<file path="src/rtl/fwd_pkg.sv">
package fwd_pkg;
  typedef enum logic [1:0] {
    SEL_RF   = 2'd0,
    SEL_EXPL = 2'd1,
    SEL_AUTO = 2'd2
  } sel_kind_e;
endpackage

</file>
<file path="src/rtl/fwd_ex_reg.sv">
module fwd_ex_reg #(
  parameter int DW = 32,
  parameter int RW = 5
) (
  input  logic          clk_i,
  input  logic          rst_ni,
  input  logic          en_i,
  input  logic          fwd_dst_i,
  input  logic [RW-1:0] dst_idx_i,
  input  logic [DW-1:0] res_i,
  output logic [DW-1:0] data_o,
  output logic          rf_we_o,
  output logic [RW-1:0] rf_waddr_o
);
  logic [DW-1:0] data_q;
  logic          wb_vld_q, wb_rf_q;
  logic [RW-1:0] wb_idx_q;

  always_ff @(posedge clk_i or negedge rst_ni) begin
    if (!rst_ni) begin
      data_q   <= '0;
      wb_vld_q <= 1'b0;
      wb_rf_q  <= 1'b0;
      wb_idx_q <= '0;
    end else begin
      wb_vld_q <= en_i;
      if (en_i) begin
        data_q   <= res_i;
        wb_rf_q  <= ~fwd_dst_i;
        wb_idx_q <= dst_idx_i;
      end
    end
  end

  assign data_o     = data_q;
  assign rf_we_o    = wb_vld_q & wb_rf_q;
  assign rf_waddr_o = wb_idx_q;

  a_r1_capture: assert property (@(posedge clk_i) disable iff (!rst_ni)
    en_i |=> data_o == $past(res_i));
  a_r2_hold: assert property (@(posedge clk_i) disable iff (!rst_ni)
    !en_i |=> $stable(data_o));
  a_r3_no_rf_write: assert property (@(posedge clk_i) disable iff (!rst_ni)
    (en_i && fwd_dst_i) |=> !rf_we_o);
  a_r4_rf_write: assert property (@(posedge clk_i) disable iff (!rst_ni)
    (en_i && !fwd_dst_i) |=> (rf_we_o && rf_waddr_o == $past(dst_idx_i)));
endmodule

</file>
<file path="src/rtl/fwd_src_sel.sv">
module fwd_src_sel
  import fwd_pkg::*;
#(
  parameter int N_FU = 2,
  parameter int RW   = 5,
  parameter int UW   = 1
) (
  input  logic                     clk_i,
  input  logic                     rst_ni,
  input  logic [RW:0]              src_i,
  input  logic [N_FU-1:0]          rf_we_i,
  input  logic [N_FU-1:0][RW-1:0]  rf_waddr_i,
  output logic [1:0]               kind_o,
  output logic [UW-1:0]            unit_o
);
  sel_kind_e kind;

  always_comb begin
    kind   = SEL_RF;
    unit_o = '0;
    if (src_i[RW]) begin
      kind   = SEL_EXPL;
      unit_o = src_i[UW-1:0];
    end else begin
      // descending scan: lowest matching unit wins
      for (int k = N_FU - 1; k >= 0; k--) begin
        if (rf_we_i[k] && rf_waddr_i[k] == src_i[RW-1:0]) begin
          kind   = SEL_AUTO;
          unit_o = UW'(k);
        end
      end
    end
  end

  assign kind_o = kind;

  a_r6_auto_hit: assert property (@(posedge clk_i) disable iff (!rst_ni)
    (kind_o == SEL_AUTO) |-> (rf_we_i[unit_o] && rf_waddr_i[unit_o] == src_i[RW-1:0]));
  a_r8_expl_prio: assert property (@(posedge clk_i) disable iff (!rst_ni)
    src_i[RW] |-> (kind_o == SEL_EXPL));
  a_r7_rf_default: assert property (@(posedge clk_i) disable iff (!rst_ni)
    (!src_i[RW] && rf_we_i == '0) |-> (kind_o == SEL_RF));
endmodule

</file>
<file path="src/rtl/fwd_ctrl.sv">
module fwd_ctrl #(
  parameter int N_FU = 2,   // power of two
  parameter int DW   = 32,
  parameter int RW   = 5,
  localparam int UW  = (N_FU > 1) ? $clog2(N_FU) : 1
) (
  input  logic                     clk_i,
  input  logic                     rst_ni,
  input  logic                     stall_i,
  input  logic [N_FU-1:0]          valid_i,
  input  logic [N_FU-1:0]          nop_i,
  input  logic [N_FU-1:0]          load_i,
  input  logic [N_FU-1:0][RW:0]    dst_i,
  input  logic [N_FU-1:0][RW:0]    src_a_i,
  input  logic [N_FU-1:0][RW:0]    src_b_i,
  input  logic [N_FU-1:0][DW-1:0]  result_i,
  output logic [N_FU-1:0][1:0]     a_kind_o,
  output logic [N_FU-1:0][UW-1:0]  a_unit_o,
  output logic [N_FU-1:0][1:0]     b_kind_o,
  output logic [N_FU-1:0][UW-1:0]  b_unit_o,
  output logic [N_FU-1:0][DW-1:0]  fwd_data_o,
  output logic [N_FU-1:0]          pipe_en_o,
  output logic [N_FU-1:0]          rf_we_o,
  output logic [N_FU-1:0][RW-1:0]  rf_waddr_o,
  output logic [N_FU-1:0]          illegal_o
);
  for (genvar u = 0; u < N_FU; u++) begin : g_fu
    logic issue;
    assign issue        = valid_i[u] & ~nop_i[u] & ~stall_i;
    assign pipe_en_o[u] = issue & ~load_i[u];
    assign illegal_o[u] = issue & load_i[u] & dst_i[u][RW];

    fwd_ex_reg #(.DW(DW), .RW(RW)) u_ex (
      .clk_i      (clk_i),
      .rst_ni     (rst_ni),
      .en_i       (pipe_en_o[u]),
      .fwd_dst_i  (dst_i[u][RW]),
      .dst_idx_i  (dst_i[u][RW-1:0]),
      .res_i      (result_i[u]),
      .data_o     (fwd_data_o[u]),
      .rf_we_o    (rf_we_o[u]),
      .rf_waddr_o (rf_waddr_o[u])
    );

    fwd_src_sel #(.N_FU(N_FU), .RW(RW), .UW(UW)) u_sel_a (
      .clk_i      (clk_i),
      .rst_ni     (rst_ni),
      .src_i      (src_a_i[u]),
      .rf_we_i    (rf_we_o),
      .rf_waddr_i (rf_waddr_o),
      .kind_o     (a_kind_o[u]),
      .unit_o     (a_unit_o[u])
    );

    fwd_src_sel #(.N_FU(N_FU), .RW(RW), .UW(UW)) u_sel_b (
      .clk_i      (clk_i),
      .rst_ni     (rst_ni),
      .src_i      (src_b_i[u]),
      .rf_we_i    (rf_we_o),
      .rf_waddr_i (rf_waddr_o),
      .kind_o     (b_kind_o[u]),
      .unit_o     (b_unit_o[u])
    );

    a_r9_illegal_no_wb: assert property (@(posedge clk_i) disable iff (!rst_ni)
      illegal_o[u] |=> !rf_we_o[u]);
    a_r9_illegal_no_update: assert property (@(posedge clk_i) disable iff (!rst_ni)
      illegal_o[u] |=> $stable(fwd_data_o[u]));
  end

  always_comb begin
    a_r10_reset_quiet: assert (rst_ni || rf_we_o == '0);
  end
endmodule

</file>
<file path="config.mk">
export PLATFORM = sky130hd
export DESIGN_NAME = fwd_ctrl
export DESIGN_NICKNAME = d
export VERILOG_FILES = /design/src/rtl/fwd_pkg.sv /design/src/rtl/fwd_ex_reg.sv /design/src/rtl/fwd_src_sel.sv /design/src/rtl/fwd_ctrl.sv
export SDC_FILE = /design/constraint.sdc
export NUM_CORES = 1
export LEC_CHECK = 0
export ABC_CLOCK_PERIOD_IN_PS = 2800
export BUFFER_PORTS_ARGS = -buffer_cell sky130_fd_sc_hd__buf_2
export CAP_MARGIN = 30
export CELL_PAD_IN_SITES_DETAIL_PLACEMENT = 1
export CELL_PAD_IN_SITES_GLOBAL_PLACEMENT = 1
export CORE_MARGIN = 4
export CORE_UTILIZATION = 37
export DETAILED_ROUTE_END_ITERATION = 8
export GPL_ROUTABILITY_DRIVEN = 0
export PLACE_DENSITY = 0.85
export RECOVER_POWER = 25
export SLEW_MARGIN = 10
export SYNTH_ARGS = -nofsm -noshare
export SYNTH_HDL_FRONTEND = slang
export SYNTH_SLANG_ARGS = --single-unit
export TNS_END_PERCENT = 20
</file>
<file path="constraint.sdc">
create_clock -name clk_i -period 2.8 [get_ports clk_i]
set_clock_uncertainty 0.2 [all_clocks]
set_input_delay 0.28 -clock clk_i [delete_from_list [all_inputs] [get_ports clk_i]]
set_output_delay 0.28 -clock clk_i [all_outputs]
set_load 0.1 [all_outputs]
</file>
==> run summary <==
Status - completed
Highest Clock Rate - 0.3744 GHz
Gate count of the mapped netlist - 270
Slowest cell on the critical path - sky130_fd_sc_hd__nor2_1
Family with the most delay on the worst path - buffers and inverters
Total count of hold-check failures in the final report - 0
CP Buf/Inv Count - 3
Via count - 3,175
Via count of the first global-routing pass - 3,819
H-tree level count - 3
#FFs+latches synth - 78
Final net count - 641
Total power density per cell area - 922.7 mW/mm^2
Detail Placement HPWL - 8677 microns
LEAKAGE - 2.760 nW
Drt initial violations - 88
Clock-pin slew reported for the worst setup and hold paths after clock tree synthesis - 0.07 ns
Mapped Avg Cell Area - 13.78 sq um
Storage element area - 0.001954 sq mm
Clock insertion delay at the later pin of the skew report - 0.34 ns
Maximum single-stage delay on the critical path - 0.63 ns
Initial antenna violation count - 1
Area leader, netlist - sky130_fd_sc_hd__dfrtp_1
Final worst-path cycle share - 0.9538
Final global-route overflow total - 0
Critical-path cell list - dlygate4sd3_1 > buf_2 > nor2_1 > buf_2
Site Rows - 36
Total count of max-transition violations in the final report - 0
Total number of yosys warnings - 0
Part of the total power dissipated in combinational logic - 0.531
Clock Sink Count - 78
# fillers - 1,072
Worst hold-check path type - in2reg
Proportion of synthesized chip area in sequential cells - 0.5247
Maximum number of pins on one net before global-route repair - 42
Average routed wire per standard cell - 20.30 microns
Seq pwr share - 0.300
Worst Tran Pin Value - 1.179 ns
Top fanout value on the critical path - 8
Most prevalent standard cell on the critical path - sky130_fd_sc_hd__buf_2
Clock network fraction of design power - 0.169
Count of different cell masters after synthesis - 26
Number of setup violations in the final report - 0
Antenna-violating nets left - 0
Internal power - 2.396 mW
Setup repair after global routing missed its margin - no
Slew Limit Headroom - 0.2172
Total of buffers placed on input and output ports - 200
Total power draw - 5.262 mW
Launching element type of the critical path - primary input
Register-to-register setup slack - 1.69 ns
Vias/cell - 4.725
Maximum buffer depth of the clock tree - 2
TritonCTS clock tree - done
Max VDD drop - 0.6493 mV
Global Route Usage Sum - 0.2343
Initial DRT Pass Iterations - 4
Post-synth net total - 379
Vert. Die Dim - 108.3 microns
Clock tree root buffer cell - sky130_fd_sc_hd__clkbuf_8
Final standard cell area without fillers - 0.005703 sq mm
Setup CP Type - in2out
Endpoint kind of the worst setup timing path - output port
First-pass GRT wire length - 20,800 microns
Post-synth top area share - 0.5247
Multi-input logic area - 0.001556 sq mm
Die area - 0.01172 sq mm
Fraction of layout instances using a drive strength above 1 - 0.5512
Total clock buffers created by CTS - 9
P_sw - 2.866 mW
Overall routed net length - 13,640 microns
Initial Util - 0.3806
Clock period minus worst slack - 2.671 ns
Data arrival, critical path - 2.19 ns
Data required, critical path - 2.32 ns
I/O pin count - 201
Mapped Area - 0.003720 sq mm
X dimension of the die - 108.3 microns
DRC violation count after routing - 0
Synth area leaders - sky130_fd_sc_hd__dfrtp_1 52%, sky130_fd_sc_hd__mux2_2 19%, sky130_fd_sc_hd__xor2_1 7.5%
Core Box Area - 0.009774 sq mm
Setup Buffers After CTS - 0
Area delta synth->final - 53.31%
Sw frac - 0.5447
Max-cap violation count - 0
Area of placed instances - 0.004757 sq mm
-- layout by cell type, fill, tap and decap left out --
| master | instances |
|---|---|
| sky130_fd_sc_hd__nand2_1 | 2 |
| sky130_fd_sc_hd__nor4_1 | 4 |
| sky130_fd_sc_hd__mux2i_1 | 1 |
| sky130_fd_sc_hd__clkbuf_2 | 2 |
| sky130_fd_sc_hd__xnor2_1 | 8 |
| sky130_fd_sc_hd__nand3_1 | 8 |
| sky130_fd_sc_hd__dfrtp_2 | 2 |
| sky130_fd_sc_hd__a21oi_4 | 4 |
| sky130_fd_sc_hd__clkbuf_8 | 11 |
| sky130_fd_sc_hd__inv_1 | 1 |
| sky130_fd_sc_hd__nor4b_1 | 1 |
| sky130_fd_sc_hd__dlygate4sd3_1 | 78 |
| sky130_fd_sc_hd__mux2_4 | 8 |
| sky130_fd_sc_hd__a41o_1 | 3 |
| sky130_fd_sc_hd__clkbuf_1 | 6 |
| sky130_fd_sc_hd__mux2_1 | 3 |
| sky130_fd_sc_hd__xor2_1 | 32 |
| sky130_fd_sc_hd__inv_6 | 1 |
| sky130_fd_sc_hd__nor2b_1 | 3 |
| sky130_fd_sc_hd__buf_2 | 195 |
| sky130_fd_sc_hd__nor4_2 | 4 |
| sky130_fd_sc_hd__and4_1 | 2 |
| sky130_fd_sc_hd__diode_2 | 2 |
| sky130_fd_sc_hd__mux2_2 | 63 |
| sky130_fd_sc_hd__dfrtp_1 | 76 |
| sky130_fd_sc_hd__nor2_1 | 5 |
| sky130_fd_sc_hd__bufinv_16 | 1 |
| sky130_fd_sc_hd__a31o_1 | 1 |
| sky130_fd_sc_hd__clkinvlp_4 | 2 |
| sky130_fd_sc_hd__a21oi_1 | 1 |
| sky130_fd_sc_hd__buf_4 | 3 |
| sky130_fd_sc_hd__and2_1 | 6 |
-- timing repair --
action | CTS | global route
endpoints found under the hold margin | 114 | 0
resized for setup | 0 | 0
hold buffers | 78 | 0
-- path summary, 6_finish.rpt --
kind                                                        start                                endpoint  cells past startpoint
max in group asynchronous                                  rst_ni  g_fu[0].u_ex.rf_waddr_o[1]$_DFFE_PN0P_                      3
setup / recovery                                        load_i[0]                            pipe_en_o[0]                      4
hold / removal                                         valid_i[0]         g_fu[0].u_ex.wb_vld_q$_DFF_PN0_                      3
hold reg to reg               g_fu[1].u_ex.data_o[24]$_DFFE_PN0P_     g_fu[1].u_ex.data_o[24]$_DFFE_PN0P_                      1
min in group asynchronous                                  rst_ni      g_fu[1].u_ex.data_o[8]$_DFFE_PN0P_                      2
setup reg to reg           g_fu[1].u_ex.rf_waddr_o[2]$_DFFE_PN0P_  g_fu[1].u_ex.rf_waddr_o[2]$_DFFE_PN0P_                      1
-- cell families after synthesis --
kind of cell / share of synthesized area
flops: 0.5247
simple gates: 0.06492
buf+inv: 0.06424
compound gates: 0.01715
mux: 0.2348
xor+xnor: 0.09418
-- cell usage after synthesis --
| cell | n |
|---|---|
| sky130_fd_sc_hd__a41o_1 | 3 |
| sky130_fd_sc_hd__nor4_2 | 4 |
| sky130_fd_sc_hd__buf_12 | 1 |
| sky130_fd_sc_hd__buf_2 | 7 |
| sky130_fd_sc_hd__mux2_2 | 63 |
| sky130_fd_sc_hd__nand3_1 | 8 |
| sky130_fd_sc_hd__dfrtp_1 | 78 |
| sky130_fd_sc_hd__mux2_4 | 8 |
| sky130_fd_sc_hd__xnor2_1 | 8 |
| sky130_fd_sc_hd__nor2_2 | 1 |
| sky130_fd_sc_hd__a21oi_1 | 5 |
| sky130_fd_sc_hd__nand2_1 | 2 |
| sky130_fd_sc_hd__a31o_1 | 1 |
| sky130_fd_sc_hd__mux2_1 | 3 |
| sky130_fd_sc_hd__mux2i_1 | 1 |
| sky130_fd_sc_hd__inv_1 | 1 |
| sky130_fd_sc_hd__and4_1 | 2 |
| sky130_fd_sc_hd__xor2_1 | 32 |
| sky130_fd_sc_hd__buf_4 | 14 |
| sky130_fd_sc_hd__clkbuf_1 | 5 |
| sky130_fd_sc_hd__nor4b_4 | 1 |
| sky130_fd_sc_hd__nor2b_1 | 3 |
| sky130_fd_sc_hd__nor2_1 | 4 |
| sky130_fd_sc_hd__buf_6 | 5 |
| sky130_fd_sc_hd__and2_1 | 6 |
| sky130_fd_sc_hd__nor4_1 | 4 |
-- flip-flops by register name (all words and copies together) (netlist names) --
| signal | count |
|---|---|
| g_fu.u_ex.data_o | 64 |
| g_fu.u_ex.rf_waddr_o | 10 |
| g_fu.u_ex.wb_rf_q | 2 |
| g_fu.u_ex.wb_vld_q | 2 |
-- per-layer routing --
| metal | GRT usage | vias up | routed length (microns) |
|---|---|---|---|
| met5 | 0 | - | 0 |
| met4 | 0.09468 | 0 | 423 |
| met3 | 0.05075 | 28 | 824 |
| met2 | 0.4649 | 135 | 7673 |
| met1 | 0.2326 | 1578 | 4722 |
| li1 | - | 1434 | - |
-- worst min-delay path, stage by stage --
cell	delay, ns
sky130_fd_sc_hd__buf_2	0.12
sky130_fd_sc_hd__nand2_1	0.07
sky130_fd_sc_hd__nor2_1	0.17
-- through the flow --
step | setup WS, ns | setup TNS [ns] | hold slack (ns) | util | cells
finish | 0.1293 | 0 | 0.2197 | 0.5835 | 672
detailed placement | 0.5128 | 0 | 0.09141 | 0.4867 | 576
global route | 0.02653 | 0 | 0.2275 | 0.5832 | 671
global placement | 0.5925 | 0 | 0.08532 | 0.4867 | 576
CTS | 0.1145 | 0 | 0.06359 | 0.5879 | 670
floorplan | -0.01416 | -0.01416 | -0.2156 | - | 270
-- layout make-up --
type / count / share of cell area
multi-input cells: 159 / 0.2729
flip-flops and latches: 78 / 0.3427
clock inverters: 4 / 0.009434
diodes: 2 / 0.0008776
clock buffers: 12 / 0.02720
well taps: 133 / 0.02918
repair buffers: 283 / 0.3170
inverters: 1 / 0.0006582
-- power by group through the flow --
stage | clock network [mW] | registers (mW) | logic [mW]
final | 0.891 | 1.58 | 2.79
after global routing | 0.974 | 1.61 | 2.86
after CTS | 0.916 | 1.56 | 2.77
after detailed placement | 0 | 1.58 | 2.69
after global placement | 0 | 1.56 | 2.65
after floorplan | 0 | 3.25 | 0.530
No activity file was read; power rests on OpenSTA's default activity.
